==> config.mk <==
export PLATFORM = sky130hd
export DESIGN_NAME = sunseq_top
export DESIGN_NICKNAME = d
export VERILOG_FILES = /design/src/rtl/sunseq_pkg.sv /design/src/rtl/sunseq_itime.sv /design/src/rtl/sunseq_ctrl.sv /design/src/rtl/sunseq_pacer.sv /design/src/rtl/sunseq_top.sv
export SDC_FILE = /design/constraint.sdc
export NUM_CORES = 1
export LEC_CHECK = 0
export CAP_MARGIN = 15
export CORE_MARGIN = 5
export CORE_UTILIZATION = 49
export CTS_CLUSTER_DIAMETER = 200
export CTS_CLUSTER_SIZE = 14
export DETAILED_ROUTE_END_ITERATION = 8
export GPL_ROUTABILITY_DRIVEN = 0
export PLACE_DENSITY = 0.9
export SLEW_MARGIN = 20
export SYNTH_ARGS = -nofsm -noshare
export SYNTH_HDL_FRONTEND = slang
export SYNTH_SLANG_ARGS = --single-unit
==> constraint.sdc <==
create_clock -name clk -period 2.5 [get_ports clk]
set_clock_uncertainty 0.05 [all_clocks]
set_input_delay 0.625 -clock clk [delete_from_list [all_inputs] [get_ports clk]]
set_output_delay 0.625 -clock clk [all_outputs]
set_load 0.02 [all_outputs]
==> src/rtl/sunseq_pkg.sv <==
package sunseq_pkg;

  typedef enum logic [1:0] {
    ST_ACQ_GO   = 2'd0,
    ST_ACQ_WAIT = 2'd1,
    ST_TRK_GO   = 2'd2,
    ST_TRK_WAIT = 2'd3
  } seq_state_e;

  // number of base slots per report, indexed by the strap code
  function automatic int unsigned rate_mult(input logic [1:0] code);
    case (code)
      2'b00:   return 1;
      2'b01:   return 5;
      2'b10:   return 10;
      default: return 20;
    endcase
  endfunction

endpackage

==> src/rtl/sunseq_itime.sv <==
module sunseq_itime #(
  parameter int ITW = 8
) (
  input  logic           clk,
  input  logic           rst,
  input  logic [ITW-1:0] strap_acq,
  input  logic [ITW-1:0] strap_trk,
  input  logic           cmd_we,
  input  logic           cmd_sel,
  input  logic [ITW-1:0] cmd_data,
  input  logic           load_en,
  input  logic           load_trk,
  output logic [ITW-1:0] itime
);

  localparam int NSH = 2;

  logic [ITW-1:0] shadow_q [NSH];
  logic [ITW-1:0] strap_v  [NSH];

  assign strap_v[0] = strap_acq;
  assign strap_v[1] = strap_trk;

  for (genvar g = 0; g < NSH; g++) begin : g_shadow
    always_ff @(posedge clk) begin
      if (rst)                                shadow_q[g] <= strap_v[g];
      else if (cmd_we && (cmd_sel == 1'(g)))  shadow_q[g] <= cmd_data;
    end
  end

  always_ff @(posedge clk) begin
    if (rst)          itime <= strap_acq;
    else if (load_en) itime <= load_trk ? shadow_q[1] : shadow_q[0];
  end

  // applied value only moves when a frame is being launched
  a_r8_itime_hold: assert property (@(posedge clk) disable iff (rst)
    !load_en |=> $stable(itime));

endmodule

==> src/rtl/sunseq_ctrl.sv <==
module sunseq_ctrl
  import sunseq_pkg::*;
#(
  parameter int CW          = 9,
  parameter int ARRAY_DIM   = 368,
  parameter int WIN_DIM     = 25,
  parameter int LOST_FRAMES = 2
) (
  input  logic          clk,
  input  logic          rst,
  input  logic          prof_done,
  input  logic          sun_found,
  input  logic [CW-1:0] coarse_x,
  input  logic [CW-1:0] coarse_y,
  input  logic          win_done,
  input  logic          win_bright,
  output logic          prof_start,
  output logic          win_start,
  output logic          mode_trk,
  output logic [CW-1:0] win_x,
  output logic [CW-1:0] win_y,
  output logic          load_en,
  output logic          load_trk
);

  localparam logic [CW-1:0] HALF = CW'(WIN_DIM / 2);
  localparam logic [CW-1:0] MAXO = CW'(ARRAY_DIM - WIN_DIM);
  localparam int            MW   = $clog2(LOST_FRAMES + 1);
  localparam logic [MW-1:0] LAST = MW'(LOST_FRAMES - 1);

  seq_state_e    state_q, nxt;
  logic [MW-1:0] miss_q;
  logic          dim_frame, sun_lost, acquired;

  function automatic logic [CW-1:0] place(input logic [CW-1:0] c);
    logic [CW-1:0] d;
    if (c < HALF) return '0;
    d = c - HALF;
    return (d > MAXO) ? MAXO : d;
  endfunction

  assign dim_frame = (state_q == ST_TRK_WAIT) && win_done && !win_bright;
  assign sun_lost  = dim_frame && (miss_q == LAST);
  assign acquired  = (state_q == ST_ACQ_WAIT) && prof_done && sun_found;

  always_comb begin
    nxt = state_q;
    case (state_q)
      ST_ACQ_GO:   nxt = ST_ACQ_WAIT;
      ST_ACQ_WAIT: if (prof_done) nxt = sun_found ? ST_TRK_GO : ST_ACQ_GO;
      ST_TRK_GO:   nxt = ST_TRK_WAIT;
      ST_TRK_WAIT: if (win_done)  nxt = sun_lost ? ST_ACQ_GO : ST_TRK_GO;
      default:     nxt = ST_ACQ_GO;
    endcase
  end

  always_ff @(posedge clk) begin
    if (rst) state_q <= ST_ACQ_GO;
    else     state_q <= nxt;
  end

  always_ff @(posedge clk) begin
    if (rst)                                      miss_q <= '0;
    else if (state_q == ST_TRK_WAIT && win_done)  miss_q <= (win_bright || sun_lost) ? '0 : miss_q + 1'b1;
  end

  always_ff @(posedge clk) begin
    if (rst) begin
      win_x <= '0;
      win_y <= '0;
    end else if (acquired) begin
      win_x <= place(coarse_x);
      win_y <= place(coarse_y);
    end
  end

  assign prof_start = (state_q == ST_ACQ_GO);
  assign win_start  = (state_q == ST_TRK_GO);
  assign mode_trk   = (state_q == ST_TRK_GO) || (state_q == ST_TRK_WAIT);
  assign load_en    = (nxt != state_q) && (nxt == ST_ACQ_GO || nxt == ST_TRK_GO);
  assign load_trk   = (nxt == ST_TRK_GO);

  a_r3_found_enters_track: assert property (@(posedge clk) disable iff (rst)
    (!mode_trk && !prof_start && prof_done && sun_found) |=> (win_start && mode_trk));
  a_r4_window_fits: assert property (@(posedge clk) disable iff (rst)
    (win_x <= MAXO) && (win_y <= MAXO));
  a_r5_single_dim_keeps: assert property (@(posedge clk) disable iff (rst)
    (mode_trk && !win_start && win_done && !win_bright && miss_q != LAST) |=> win_start);
  a_r6_lost_to_acq: assert property (@(posedge clk) disable iff (rst)
    (mode_trk && !win_start && win_done && !win_bright && miss_q == LAST) |=> (prof_start && !mode_trk));
  a_r12_prof_pulse: assert property (@(posedge clk) disable iff (rst)
    prof_start |=> !prof_start);
  a_r12_win_pulse: assert property (@(posedge clk) disable iff (rst)
    win_start |=> !win_start);

endmodule

==> src/rtl/sunseq_pacer.sv <==
module sunseq_pacer
  import sunseq_pkg::*;
#(
  parameter int BASE_DIV = 100
) (
  input  logic       clk,
  input  logic       rst,
  input  logic [1:0] strap_rate,
  input  logic       mode_trk,
  output logic       report_valid,
  input  logic       report_ready,
  output logic       report_trk
);

  localparam int BW = (BASE_DIV > 2) ? $clog2(BASE_DIV) : 1;
  localparam int MW = 5;

  logic [BW-1:0] base_q;
  logic [MW-1:0] mcnt_q, mlim_q;
  logic          base_hit, slot;

  assign base_hit = (base_q == BW'(BASE_DIV - 1));
  assign slot     = base_hit && (mcnt_q == mlim_q);

  always_ff @(posedge clk) begin
    if (rst) begin
      base_q <= '0;
      mcnt_q <= '0;
      mlim_q <= MW'(rate_mult(strap_rate) - 1);
    end else begin
      base_q <= base_hit ? '0 : base_q + 1'b1;
      if (base_hit) mcnt_q <= (mcnt_q == mlim_q) ? '0 : mcnt_q + 1'b1;
    end
  end

  always_ff @(posedge clk) begin
    if (rst) begin
      report_valid <= 1'b0;
      report_trk   <= 1'b0;
    end else if (report_valid && !report_ready) begin
      report_valid <= 1'b1;
    end else if (slot) begin
      report_valid <= 1'b1;
      report_trk   <= mode_trk;
    end else begin
      report_valid <= 1'b0;
    end
  end

  a_r10_slot_spacing: assert property (@(posedge clk) disable iff (rst)
    slot |=> !slot);
  a_r11_hold_payload: assert property (@(posedge clk) disable iff (rst)
    (report_valid && !report_ready) |=> (report_valid && $stable(report_trk)));

endmodule

==> src/rtl/sunseq_top.sv <==
module sunseq_top #(
  parameter int ITW         = 8,
  parameter int ARRAY_DIM   = 368,
  parameter int WIN_DIM     = 25,
  parameter int LOST_FRAMES = 2,
  parameter int BASE_DIV    = 100,
  parameter int CW          = $clog2(ARRAY_DIM)
) (
  input  logic           clk,
  input  logic           rst,
  input  logic [1:0]     strap_rate,
  input  logic [ITW-1:0] strap_itime_acq,
  input  logic [ITW-1:0] strap_itime_trk,
  input  logic           cmd_we,
  input  logic           cmd_sel,
  input  logic [ITW-1:0] cmd_data,
  output logic           prof_start,
  input  logic           prof_done,
  input  logic           sun_found,
  input  logic [CW-1:0]  coarse_x,
  input  logic [CW-1:0]  coarse_y,
  output logic           win_start,
  output logic [CW-1:0]  win_x,
  output logic [CW-1:0]  win_y,
  input  logic           win_done,
  input  logic           win_bright,
  output logic           mode,
  output logic [ITW-1:0] itime_out,
  output logic           report_valid,
  input  logic           report_ready,
  output logic           report_trk
);

  logic load_en, load_trk, mode_trk;

  sunseq_ctrl #(
    .CW(CW), .ARRAY_DIM(ARRAY_DIM), .WIN_DIM(WIN_DIM), .LOST_FRAMES(LOST_FRAMES)
  ) i_ctrl (
    .clk, .rst, .prof_done, .sun_found, .coarse_x, .coarse_y,
    .win_done, .win_bright, .prof_start, .win_start, .mode_trk,
    .win_x, .win_y, .load_en, .load_trk
  );

  sunseq_itime #(.ITW(ITW)) i_itime (
    .clk, .rst, .strap_acq(strap_itime_acq), .strap_trk(strap_itime_trk),
    .cmd_we, .cmd_sel, .cmd_data, .load_en, .load_trk, .itime(itime_out)
  );

  sunseq_pacer #(.BASE_DIV(BASE_DIV)) i_pacer (
    .clk, .rst, .strap_rate, .mode_trk, .report_valid, .report_ready, .report_trk
  );

  assign mode = mode_trk;

  // reset leaves the block in acquisition with a profiling launch pending
  a_r1_reset_acq: assert property (@(posedge clk) rst |=> (!mode && prof_start && !report_valid));

endmodule

==> tab_implementation.tex <==
\begin{tabular}{lr}
\hline
Metric & Value \\
\hline
\multicolumn{2}{l}{\textbf{Routing}} \\
\quad Average vias per placed instance & 5.570 \\
\quad DR WL/cell & 16.35 um \\
\quad Routed wire length & 8.287 mm \\
\quad Iteration-0 DRC Markers & 146 \\
\quad Remaining DRCs & 0 \\
\quad Via count & 2824 \\
\quad First-pass DRT Iterations & 4 \\
\quad Antenna Nets Post-Route & 0 \\
\multicolumn{2}{l}{\textbf{Die}} \\
\quad Starting density of the core & 0.4978 \\
\quad Ports placed on the boundary & 84 \\
\quad Chip width & 92.39 um \\
\quad Std-Cell Core Area & between 6000 and 7000 um\^{}2 \\
\quad Die area & 8535 um\^{}2 \\
\quad DIE HEIGHT & between 90 and 100 um \\
\quad \# rows & 30 \\
\multicolumn{2}{l}{\textbf{Logic synthesis}} \\
\quad Synthesized-area fraction occupied by adder cells & 0.02634 \\
\quad Post-synthesis instance total & 312 \\
\quad Post-synthesis cell type count & 55 \\
\quad Share of cell area taken by muxes after synthesis & 0.08126 \\
\quad Area of the mapped netlist & $\sim$3300 um\^{}2 \\
\quad EDFF count, synth & 28 \\
\quad Yosys warning count & 0 \\
\quad Area share of the largest cell type after synthesis & 0.2528 \\
\quad Per-instance average area after synthesis & between 10 and 15 um\^{}2 \\
\quad Syn\_nets & 372 \\
\quad Share of the synthesized area in compound gates (AO/OA/AOI/OAI) & 0.1633 \\
\quad Fraction of synthesized cell area in xor and xnor cells & 0.06772 \\
\quad Largest family of logic cells by synthesized area & compound AO/OA/AOI/OAI gates \\
\quad \#FFs+latches synth & 64 \\
\quad Post-synthesis simple-gate area fraction & 0.1565 \\
\quad Dominant cells by area after synthesis & edfxtp\_1, dfxtp\_1, mux2\_2 \\
\quad Proportion of synthesized flip-flops having asynchronous set or reset & 0 \\
\quad Primary FF master, synth & dfxtp\_1 \\
\quad Sequential area share after synthesis & 0.4695 \\
\quad Dominant cell type by area after synthesis & edfxtp\_1 \\
\multicolumn{2}{l}{\textbf{GRT}} \\
\quad Congestion Overflow GR & 0 \\
\quad Overall track demand over capacity in global routing & 0.1998 \\
\quad Initial antenna violation count & 0 \\
\quad First-pass GRT wire length & 13.52 mm \\
\quad Maximum number of pins on one net before global-route repair & 33 \\
\quad Via count of the first global-routing pass & about 2900 \\
\multicolumn{2}{l}{\textbf{STA}} \\
\quad Part of the cycle the worst path needs & 0.9253 \\
\quad Transition time of the tightest slew-check pin & 530.5 ps \\
\quad Final worst path period need & between 2000 and 2500 ps \\
\quad Hold slack final & 406.4 ps \\
\quad F\_max & 432.3 MHz \\
\quad \# setup viols final & 0 \\
\quad Total negative slack for setup checks & 0 ps \\
\quad Slew headroom & 0.6438 \\
\quad Setup repair after global routing missed its margin & no \\
\quad Final hold viol count & 0 \\
\quad Final count of pins violating max slew & 0 \\
\multicolumn{2}{l}{\textbf{Final layout}} \\
\quad Finished Layout Cells & 507 \\
\quad Area overhead of the layout relative to synthesis & 37.85\% \\
\quad Ratio of cells with drive above 1 in the final layout & 0.1827 \\
\quad Top library cells by usage in the layout, fill and taps aside & clkdlybuf4s50\_1, dfxtp\_1, buf\_4, a21oi\_1, edfxtp\_1 \\
\quad Diodes inserted & 0 \\
\quad Most common cell after layout, fill and taps aside & clkdlybuf4s50\_1 \\
\quad Number of nets in the layout & 482 \\
\multicolumn{2}{l}{\textbf{Power}} \\
\quad Leakage & 1.762 nW \\
\quad Total power divided by cell area & around 550 nW/um\^{}2 \\
\quad Relative contribution of combinational cells to total power & 0.184 \\
\quad Cell-internal power & $\sim$0.0019 W \\
\quad Net switching share of the total power & 0.2657 \\
\quad Highest ir drop seen on vdd & 0.3659 mV \\
\quad Net load switching power & between 0.0006 and 0.0007 W \\
\quad Clock power share & 0.345 \\
\quad Sequential share of power & 0.471 \\
\multicolumn{2}{l}{\textbf{Clock network}} \\
\quad Worst-case clock buffer depth & 2 \\
\quad Number of buffers inserted during clock tree synthesis & 9 \\
\quad Clock network latency to the later pin of the worst-skew pair & 340 ps \\
\quad Clock slew at the register clock pins of the worst setup and hold paths & 70 ps \\
\quad Gates resized, CTS repair & 0 \\
\quad Number of buffers added to fix hold violations after cts & 0 \\
\quad TritonCTS clock tree & done \\
\quad Sinks on Clock Net & between 60 and 70 \\
\quad H-tree Lvls & 3 \\
\quad Clock root cell & clkbuf\_8 \\
\quad \# Post-CTS Setup Buffers & 0 \\
\multicolumn{2}{l}{\textbf{Critical path}} \\
\quad Required time of the worst setup path & 2690 ps \\
\quad Maximum fanout encountered on the critical timing path & 5 \\
\quad Kind of launch point of the worst setup path & primary input \\
\quad Type of the setup path with the least slack & in -> reg \\
\quad Data arrival time at the worst-slack endpoint & 2500 ps \\
\quad Type of element capturing the critical path & flip-flop \\
\multicolumn{2}{l}{\textbf{Worst hold path}} \\
\quad Path type of the worst min-delay path & reg -> reg \\
\multicolumn{2}{l}{\textbf{Flow run}} \\
\quad Maximum Capacitance Violations & 0 \\
\multicolumn{2}{l}{\textbf{Run status}} \\
\quad Result of the run & complete, no violations \\
\multicolumn{2}{l}{\textbf{Place}} \\
\quad Detailed Place HPWL & 6.423 mm \\
\quad Placed instance count & 491 \\
\quad PortBufs & 83 \\
\hline
\end{tabular}
[flip-flops by register name, summed over array words and instances (netlist names)]
name and flops:
i_itime.itime 8, i_ctrl.state_q 2, i_pacer.mlim_q 4, i_ctrl.win_x 9, i_pacer.report_valid 1, i_pacer.report_trk 1
i_pacer.base_q 7, i_ctrl.win_y 9, i_itime.shadow_q 16, i_pacer.mcnt_q 5, i_ctrl.miss_q 2
[worst max-delay path: stages]
cell and delay [ps]:
clkdlybuf4s50_1 430, ha_1 220, nor3_1 220, xor2_1 290, o21ai_2 150, and3_2 240, a2111oi_4 330
[cell type report]
type / instances / area [um^2]
Fill cell: 501 / 2097
Multi-Input combinational cell: 225 / 1647
Sequential cell: 64 / 1562
Timing Repair Buffer: 112 / 1044
Clock buffer: 9 / 123.9
Tap cell: 80 / 100.1
Clock inverter: 7 / 71.32
Inverter: 10 / 37.54
[metrics by stage]
stage	total power, W	setup slack (ps)	cell area (um^2)	utilization
final	0.002537	186.7	4584	0.6861
after global routing	0.002639	95.97	4584	0.6861
after CTS	0.002552	202.4	4584	0.6861
after detailed placement	0.001685	-153.7	4389	0.6569
after global placement	0.001663	-65.98	4389	0.6569
after floorplan	0.001442	449.8	3326	-
[path summary, 6_finish.rpt]
kind                             to  cells after the start              start  slack (ps)
hold reg to reg   i_pacer.base_q[0]                      1  i_pacer.base_q[0]         410
setup reg to reg    i_ctrl.win_y[0]                      5  i_ctrl.state_q[1]         720
hold / removal    i_pacer.base_q[0]                      1  i_pacer.base_q[0]         410
setup / recovery    i_ctrl.win_x[4]                      7        coarse_x[2]         190
[synthesized netlist by cell type, types with 2 or more instances]
cell type	count
a21oi_1	28
nor3_1	12
mux2_2	16
xor2_2	2
o21ai_0	10
xnor2_1	11
nand2_1	25
nor2_1	19
edfxtp_1	28
a221oi_1	2
a2bb2oi_1	2
a22oi_1	2
inv_1	8
clkbuf_8	2
nand4_1	4
and3_1	7
a32o_1	3
mux2i_1	9
clkbuf_1	7
nor4_1	3
dfxtp_1	36
ha_1	7
nor2b_1	4
a2111oi_2	6
a2111oi_4	2
nand2b_1	4
buf_2	3
o211ai_1	2
nand3_1	10
nor3b_1	2
a21o_1	2
xor2_1	11
[layer usage]
metal,global-route usage,up-vias,routed length (um)
met2,0.3692,92,4537
met4,0.09158,0,161
li1,-,1378,-
met3,0.02843,15,441
met5,0,-,0
met1,0.2253,1339,3147
[kinds of logic (layout without fill, tap and decap cells)]
logic type               count (synthesis)  in the layout
AO/OA/AOI/OAI                           71             71
XOR/XNOR                                24             24
adder cells (fa/ha/maj)                  7              7
buffers and inverters                   23            138
flip-flops                              64             64
multiplexers                            25             25
AND/OR/NAND/NOR                         98             98
[power groups by stage]
stage / Combinational [W] / Clock [W] / Sequential, W
2_1_floorplan: 0.000205 / 0 / 0.00124
3_3_place_gp: 0.000449 / 0 / 0.00121
3_5_place_dp: 0.000467 / 0 / 0.00122
4_1_cts: 0.000469 / 0.000888 / 0.00119
5_1_grt: 0.000504 / 0.000934 / 0.00120
6_report: 0.000468 / 0.000875 / 0.00119
Power figures use the tool's default switching activity.
